<file path="src/rtl/irq_vector_pkg.sv">
package irq_vector_pkg;
  localparam int NUM_SRC = 32;
  localparam int DATA_W  = 32;
  localparam int LVL_W   = 6;
  localparam int RS_W    = 6;
  localparam int ADDR_W  = 6;
  localparam int SEL_W   = 3;
  localparam int IDX_W   = $clog2(NUM_SRC);
  localparam int NMI_BIT = LVL_W;
  localparam int RS_LSB  = LVL_W + 1;
  localparam int CFG_W   = LVL_W + 1 + RS_W;

  localparam int OFF_ENABLE = 32;
  localparam int OFF_EN_SET = 33;
  localparam int OFF_EN_CLR = 34;
  localparam int OFF_PEND   = 35;
  localparam int OFF_RAW    = 36;
  localparam int OFF_SW     = 37;
  localparam int OFF_SW_SET = 38;
  localparam int OFF_SW_CLR = 39;
  localparam int OFF_GCFG   = 40;
  localparam int OFF_STATUS = 41;
  localparam int OFF_BASE   = 42;
  localparam int OFF_VADDR  = 43;

  typedef enum logic [3:0] {
    RD_NONE, RD_CFG, RD_ENABLE, RD_PEND, RD_RAW, RD_SW,
    RD_GCFG, RD_STATUS, RD_BASE, RD_VADDR
  } rdSel_e;

  typedef struct packed {
    logic             wrCfg;
    logic             wrEnable;
    logic             setEnable;
    logic             clrEnable;
    logic             wrSw;
    logic             setSw;
    logic             clrSw;
    logic             wrGcfg;
    logic             wrBase;
    logic [IDX_W-1:0] cfgIdx;
  } csrStrobe_t;
endpackage

</file>
<file path="src/rtl/irq_vector_decode.sv">
module irq_vector_decode
  import irq_vector_pkg::*;
(
  input  logic              clk,
  input  logic              rst_n,
  input  logic [ADDR_W-1:0] csrAddr,
  input  logic              csrWrEn,
  input  logic              csrRdEn,
  output csrStrobe_t        strobe,
  output rdSel_e            rdSel
);
  rdSel_e selRaw;

  always_comb begin
    strobe        = '0;
    strobe.cfgIdx = csrAddr[IDX_W-1:0];
    selRaw        = RD_NONE;
    if (csrAddr < ADDR_W'(NUM_SRC)) begin
      strobe.wrCfg = csrWrEn;
      selRaw       = RD_CFG;
    end else begin
      case (csrAddr)
        ADDR_W'(OFF_ENABLE): begin strobe.wrEnable  = csrWrEn; selRaw = RD_ENABLE; end
        ADDR_W'(OFF_EN_SET): strobe.setEnable = csrWrEn;
        ADDR_W'(OFF_EN_CLR): strobe.clrEnable = csrWrEn;
        ADDR_W'(OFF_PEND):   selRaw = RD_PEND;
        ADDR_W'(OFF_RAW):    selRaw = RD_RAW;
        ADDR_W'(OFF_SW):     begin strobe.wrSw = csrWrEn; selRaw = RD_SW; end
        ADDR_W'(OFF_SW_SET): strobe.setSw = csrWrEn;
        ADDR_W'(OFF_SW_CLR): strobe.clrSw = csrWrEn;
        ADDR_W'(OFF_GCFG):   begin strobe.wrGcfg = csrWrEn; selRaw = RD_GCFG; end
        ADDR_W'(OFF_STATUS): selRaw = RD_STATUS;
        ADDR_W'(OFF_BASE):   begin strobe.wrBase = csrWrEn; selRaw = RD_BASE; end
        ADDR_W'(OFF_VADDR):  selRaw = RD_VADDR;
        default:             selRaw = RD_NONE;
      endcase
    end
    rdSel = csrRdEn ? selRaw : RD_NONE;
  end

  // one address selects at most one register write
  assert_single_write_R2: assert property (@(posedge clk) disable iff (!rst_n)
    $onehot0({strobe.wrCfg, strobe.wrEnable, strobe.setEnable, strobe.clrEnable,
              strobe.wrSw, strobe.setSw, strobe.clrSw, strobe.wrGcfg, strobe.wrBase}));
  // no write strobe without the bus write strobe
  assert_no_spurious_write_R10: assert property (@(posedge clk) disable iff (!rst_n)
    !csrWrEn |-> !(strobe.wrCfg | strobe.wrEnable | strobe.setEnable | strobe.clrEnable |
                   strobe.wrSw | strobe.setSw | strobe.clrSw | strobe.wrGcfg | strobe.wrBase));
endmodule

</file>
<file path="src/rtl/irq_vector_arbiter.sv">
module irq_vector_arbiter
  import irq_vector_pkg::*;
(
  input  logic                           clk,
  input  logic                           rst_n,
  input  logic [NUM_SRC-1:0]             pending,
  input  logic [NUM_SRC-1:0][LVL_W-1:0]  levels,
  output logic                           found,
  output logic [IDX_W-1:0]               winIdx,
  output logic [LVL_W-1:0]               winLevel
);
  always_comb begin
    winIdx   = '0;
    winLevel = '0;
    for (int i = 0; i < NUM_SRC; i++) begin
      if (pending[i] && (levels[i] > winLevel)) begin
        winIdx   = IDX_W'(i);
        winLevel = levels[i];
      end
    end
    found = (winLevel != '0);
  end

  // the chosen source is among the pending ones
  assert_winner_pending_R5: assert property (@(posedge clk) disable iff (!rst_n)
    found |-> pending[winIdx]);
  // nothing is chosen when no source is pending
  assert_idle_when_empty_R4: assert property (@(posedge clk) disable iff (!rst_n)
    (pending == '0) |-> !found);
endmodule

</file>
<file path="src/rtl/irq_vector_datapath.sv">
module irq_vector_datapath
  import irq_vector_pkg::*;
(
  input  logic              clk,
  input  logic              rst_n,
  input  logic [NUM_SRC-1:0] irqLines,
  input  csrStrobe_t        strobe,
  input  rdSel_e            rdSel,
  input  logic [DATA_W-1:0] csrWrData,
  output logic [DATA_W-1:0] csrRdData,
  output logic              reqValid,
  output logic [DATA_W-1:0] reqHandler,
  output logic [RS_W-1:0]   reqRegSet,
  output logic [LVL_W-1:0]  reqLevel,
  output logic              reqNmi
);
  logic [NUM_SRC-1:0][CFG_W-1:0] cfgQ;
  logic [NUM_SRC-1:0][LVL_W-1:0] lvlVec;
  logic [NUM_SRC-1:0] enableQ, swQ, rawQ, pending;
  logic [SEL_W-1:0]   gcfgQ;
  logic [DATA_W-1:0]  baseQ, handler, statusW, vaddrW, rdMux;
  logic [SEL_W:0]     shAmt;
  logic               found, armedQ;
  logic [IDX_W-1:0]   winIdx;
  logic [LVL_W-1:0]   winLevel;
  logic [CFG_W-1:0]   winCfg;

  for (genvar g = 0; g < NUM_SRC; g++) begin : g_lvl
    assign lvlVec[g] = cfgQ[g][LVL_W-1:0];
  end

  assign pending = (rawQ | swQ) & enableQ;

  irq_vector_arbiter u_arb (
    .clk(clk), .rst_n(rst_n), .pending(pending), .levels(lvlVec),
    .found(found), .winIdx(winIdx), .winLevel(winLevel)
  );

  assign shAmt   = {1'b0, gcfgQ} + (SEL_W+1)'(2);
  assign handler = (DATA_W'(winIdx) << shAmt) + baseQ;
  assign winCfg  = cfgQ[winIdx];
  assign statusW = found ? {1'b1, (DATA_W-1-IDX_W)'(0), winIdx} : '0;
  assign vaddrW  = found ? handler : '0;

  always_comb begin
    case (rdSel)
      RD_CFG:    rdMux = DATA_W'(cfgQ[strobe.cfgIdx]);
      RD_ENABLE: rdMux = enableQ;
      RD_PEND:   rdMux = pending;
      RD_RAW:    rdMux = rawQ;
      RD_SW:     rdMux = swQ;
      RD_GCFG:   rdMux = DATA_W'(gcfgQ);
      RD_STATUS: rdMux = statusW;
      RD_BASE:   rdMux = baseQ;
      RD_VADDR:  rdMux = vaddrW;
      default:   rdMux = '0;
    endcase
  end

  always_ff @(posedge clk) begin
    if (!rst_n) begin
      cfgQ <= '0; enableQ <= '0; swQ <= '0; rawQ <= '0; gcfgQ <= '0; baseQ <= '0;
      csrRdData <= '0; reqValid <= 1'b0; reqHandler <= '0; reqRegSet <= '0;
      reqLevel <= '0; reqNmi <= 1'b0; armedQ <= 1'b0;
    end else begin
      armedQ <= 1'b1;
      rawQ   <= irqLines;
      if (strobe.wrCfg) cfgQ[strobe.cfgIdx] <= csrWrData[CFG_W-1:0];
      if (strobe.wrEnable)       enableQ <= csrWrData;
      else if (strobe.setEnable) enableQ <= enableQ | csrWrData;
      else if (strobe.clrEnable) enableQ <= enableQ & ~csrWrData;
      if (strobe.wrSw)       swQ <= csrWrData;
      else if (strobe.setSw) swQ <= swQ | csrWrData;
      else if (strobe.clrSw) swQ <= swQ & ~csrWrData;
      if (strobe.wrGcfg) gcfgQ <= csrWrData[SEL_W-1:0];
      if (strobe.wrBase) baseQ <= csrWrData;
      csrRdData  <= rdMux;
      reqValid   <= found;
      reqHandler <= vaddrW;
      reqLevel   <= winLevel;
      reqRegSet  <= found ? winCfg[RS_LSB +: RS_W] : '0;
      reqNmi     <= found & winCfg[NMI_BIT];
    end
  end

  // set write ORs into enable
  assert_enable_set_R8: assert property (@(posedge clk) disable iff (!rst_n)
    (armedQ && $past(strobe.setEnable)) |-> enableQ == ($past(enableQ) | $past(csrWrData)));
  // clear write removes software bits
  assert_sw_clear_R8: assert property (@(posedge clk) disable iff (!rst_n)
    (armedQ && $past(strobe.clrSw)) |-> swQ == ($past(swQ) & ~$past(csrWrData)));
  // a valid request never carries level 0
  assert_valid_level_R4: assert property (@(posedge clk) disable iff (!rst_n)
    reqValid |-> reqLevel != '0);
  // no pending source in the previous cycle means no request now
  assert_idle_no_pending_R7: assert property (@(posedge clk) disable iff (!rst_n)
    (armedQ && $past(pending) == '0) |-> !reqValid);
  // an idle request carries an all-zero packet
  assert_idle_packet_R9: assert property (@(posedge clk) disable iff (!rst_n)
    !reqValid |-> (reqHandler == '0 && reqLevel == '0 && !reqNmi && reqRegSet == '0));
endmodule

</file>
<file path="src/rtl/irq_vector_ctrl.sv">
module irq_vector_ctrl
  import irq_vector_pkg::*;
(
  input  logic               clk,
  input  logic               rst_n,
  input  logic [NUM_SRC-1:0] irqLines,
  input  logic [ADDR_W-1:0]  csrAddr,
  input  logic               csrWrEn,
  input  logic [DATA_W-1:0]  csrWrData,
  input  logic               csrRdEn,
  output logic [DATA_W-1:0]  csrRdData,
  output logic               reqValid,
  output logic [DATA_W-1:0]  reqHandler,
  output logic [RS_W-1:0]    reqRegSet,
  output logic [LVL_W-1:0]   reqLevel,
  output logic               reqNmi
);
  csrStrobe_t strobe;
  rdSel_e     rdSel;

  irq_vector_decode u_dec (
    .clk(clk), .rst_n(rst_n), .csrAddr(csrAddr), .csrWrEn(csrWrEn),
    .csrRdEn(csrRdEn), .strobe(strobe), .rdSel(rdSel)
  );

  irq_vector_datapath u_dp (
    .clk(clk), .rst_n(rst_n), .irqLines(irqLines), .strobe(strobe), .rdSel(rdSel),
    .csrWrData(csrWrData), .csrRdData(csrRdData), .reqValid(reqValid),
    .reqHandler(reqHandler), .reqRegSet(reqRegSet), .reqLevel(reqLevel), .reqNmi(reqNmi)
  );
endmodule

</file>
<file path="config.mk">
export PLATFORM = sky130hd
export DESIGN_NAME = irq_vector_ctrl
export DESIGN_NICKNAME = d
export VERILOG_FILES = /design/src/rtl/irq_vector_pkg.sv /design/src/rtl/irq_vector_decode.sv /design/src/rtl/irq_vector_arbiter.sv /design/src/rtl/irq_vector_datapath.sv /design/src/rtl/irq_vector_ctrl.sv
export SDC_FILE = /design/constraint.sdc
export NUM_CORES = 2
export LEC_CHECK = 0
export BUFFER_PORTS_ARGS = -buffer_cell sky130_fd_sc_hd__clkbuf_2
export CORE_MARGIN = 2
export CORE_UTILIZATION = 35
export DETAILED_ROUTE_END_ITERATION = 8
export HOLD_SLACK_MARGIN = 0.12
export SLEW_MARGIN = 20
export SYNTH_ARGS = -nofsm -noshare
export SYNTH_HDL_FRONTEND = slang
export SYNTH_SLANG_ARGS = --single-unit
</file>
<file path="constraint.sdc">
create_clock -name clk -period 146.8 [get_ports clk]
set_clock_uncertainty 0.15 [all_clocks]
set_input_delay 44.04 -clock clk [delete_from_list [all_inputs] [get_ports clk]]
set_output_delay 44.04 -clock clk [all_outputs]
set_load 0.01 [all_outputs]
</file>
==> metrics.txt <==
GR Layer Usage met2 a little under two fifths; post-route total power 382 uW; Placed Instances 6,389; global routing met3 resource utilization under 10%; row cnt 123; Area growth syn-to-layout 10.6%; most crowded layer after global routing met2; met1 Track Usage GR 33.0%; total setup violations reported at the end of the flow 0; total track usage ~24%; dominant synthesized flop cell dfxtp_1; top post-synthesis cells by area dfxtp_1 31%, nand2_1 12%, mux4_2 8.2%; initial antenna violation count 5; Worst IR Drop VDD around 0.0098 mV; Netlist Area Pre-Place 39,700 um2; Syn. warnings 0; Setup TNS Final 0 ns; GPL Wtd Cong 0.946; worst slew pin tran 1.28 ns; minimum clock period after layout 66.30 ns; deepest level of the CTS H-tree 3; Crit path required time 147.18 ns; die span in y about 340 um; clock sink count approximately 630; Total Die Area 116,000 um2; 1st-iter DRT viols 3,983; Final nets 5,192; count of cell types in the netlist 133; register bit total from synthesis ~630; average size of a mapped cell between 7 and 8 um2; path type of the worst setup path reg -> reg; top-count cell post-synth nand2_1; number of buffers added by the clock tree synthesis step 74; clock tree from TritonCTS yes; count of antenna-violating nets left after detailed routing 0; Crit-path slowest cell a31oi_2; most frequent cells after synthesis 1,221 x nand2_1, 635 x a21oi_1, 625 x dfxtp_1; setup repair after global routing missed its margin false; worst-case headroom to the max-slew limit 13.9%; hold-fix buffer count after cts 0; Horiz. Die Dim 341 um; first-pass GRT wire length 218,000 um; buffers from clock root to sink, at most 3; share of layout cells above drive strength 1 13.4%; EDFF count, synth 0; total of buffers placed on input and output ports 151; Worst Setup Slack post-DPL roughly 81 ns; final wirelength 145,000 um; post-cts resize count 0; number of global-route vias before repair 34,900; library cell occupying the most area in the post-synthesis netlist dfxtp_1; reported leakage power 15.9 nW; remaining global-route overflow 0; outcome finished, final reports clean; Initial Utilization 35.3%; final critical-path share of the clock period 45.2%; share of the yosys chip area belonging to registers 31.5%; biggest fanout along the worst timing path 19; routed vias 37,800; Vias/cell around 5.8; Max Slew Vio Count 0; share of Yosys cell area claimed by the top area cell type 31.5%; reported max-cap violation count 0; cell occurring most often along the worst timing path ha_1; root cell of the clock tree clkbuf_16; Hold/Removal Path Class reg -> reg; maximum number of pins on one net before global-route repair 204; post-CTS clock slew at the launch and capture registers of the worst setup and hold paths approximately 0.06 ns; DRC violations left 0; Final Util 39.1%; buffers inserted during post-CTS setup optimization 0; Async SR Flop Fraction 0%; post-detailed-placement half-perimeter wirelength 101,000 um; Final Hold Violating Endpoints 0; net count after synthesis 5,284; I/O pins 152; power per standard cell area roughly 8.7 nW/um2; startpoint kind of the worst setup timing path flop; final setup margin 80.50 ns; clk_lat worst skew 0.66 ns; arrival time at the worst endpoint 66.68 ns; fmax 0.0151 GHz; Critical Path End Type flop; Initial DRT Pass Iterations 6; core region area around 110,000 um2; average detailed-routed wire length per instance ~22 um; instance count of the mapped netlist 5,058; final instance count without filler cells 6,528; worst stage delay on the critical path 0.75 ns
placed cells by master (no fill, tap or decap), types with 60 or more instances in the layout:
cell       Yosys  routed
inv_1        164     164
nand3_1       61      61
mux2i_1      163     163
nor2_1       299     290
ha_1         151     151
mux4_2       144     144
nand2_1     1221    1221
a22oi_1       75      75
clkbuf_2       0     145
nor3_1        63      60
a21oi_1      635     635
mux2_2        63      63
and2_1        67      67
dfxtp_1      625     625
o21ai_0      232     231
clkbuf_16      0      74
worst paths after layout:
path             startpoint                  to  slack [ns]  cells after the start
max                    flop  u_dp.csrRdData[31]       80.50                    292
max reg2reg            flop  u_dp.csrRdData[31]       80.50                    292
min          u_dp.cfgQ[176]      u_dp.cfgQ[176]        0.32                      2
min reg2reg  u_dp.cfgQ[176]      u_dp.cfgQ[176]        0.32                      2
metal layers:
metal / vias to the layer above / wire length [um]
met2: 1747 / 64700
met1: 18100 / 62200
li1: 17600 / -
met5: - / 0
met4: 0 / 4780
met3: 255 / 13000
cell families (layout without fill, tap and decap cells):
family | Yosys count | after routing | share of synthesized area (%)
XOR/XNOR | 43 | 43 | 0.967
AO/OA/AOI/OAI | 1362 | 1362 | 21.6
flip-flops | 625 | 625 | 31.5
other | 0 | 6 | 0
buffers and inverters | 546 | 510 | 5.41
adder cells (fa/ha/maj) | 153 | 153 | 4.83
AND/OR/NAND/NOR | 1942 | 1942 | 21.0
multiplexers | 387 | 387 | 14.6
report_power, final:
part	internal (mW)	total, mW	leakage, nW	switching [mW]
Sequential	0.171	0.172	5.04	0.00128
Combinational	0.00576	0.0205	9.61	0.0147
Clock	0.108	0.189	1.21	0.0808
layout make-up:
cell class	instances	area (um2)
antenna	6	15.0
clock buffer	101	2090
clock inverter	31	383
fill	11300	68500
inverter	166	631
multi-input combinational	3887	25200
sequential	625	12500
tap	1500	1880
timing repair buffer	212	1260
metrics by stage:
step                      cell area [um2]  hold slack [ns]
after global placement              41400            0.301
after global routing                44000            0.331
after CTS                           43900            0.316
after detailed placement            41400            0.308
after floorplan                     39700            0.292
final                               44000            0.319
worst max-delay path, delay by kind of cell (launching register included):
kind / cells / cell delay (ns)
AOI/OAI and AO/OA: 139 / 33.62
and+or+nand+nor: 91 / 15.77
adders and majority gates: 33 / 10.02
muxes: 14 / 4.36
buffers and inverters: 14 / 1.50
DFF: 1 / 0.37
xor gates and xnor gates: 1 / 0.22
(Power assumes the default switching activity.)
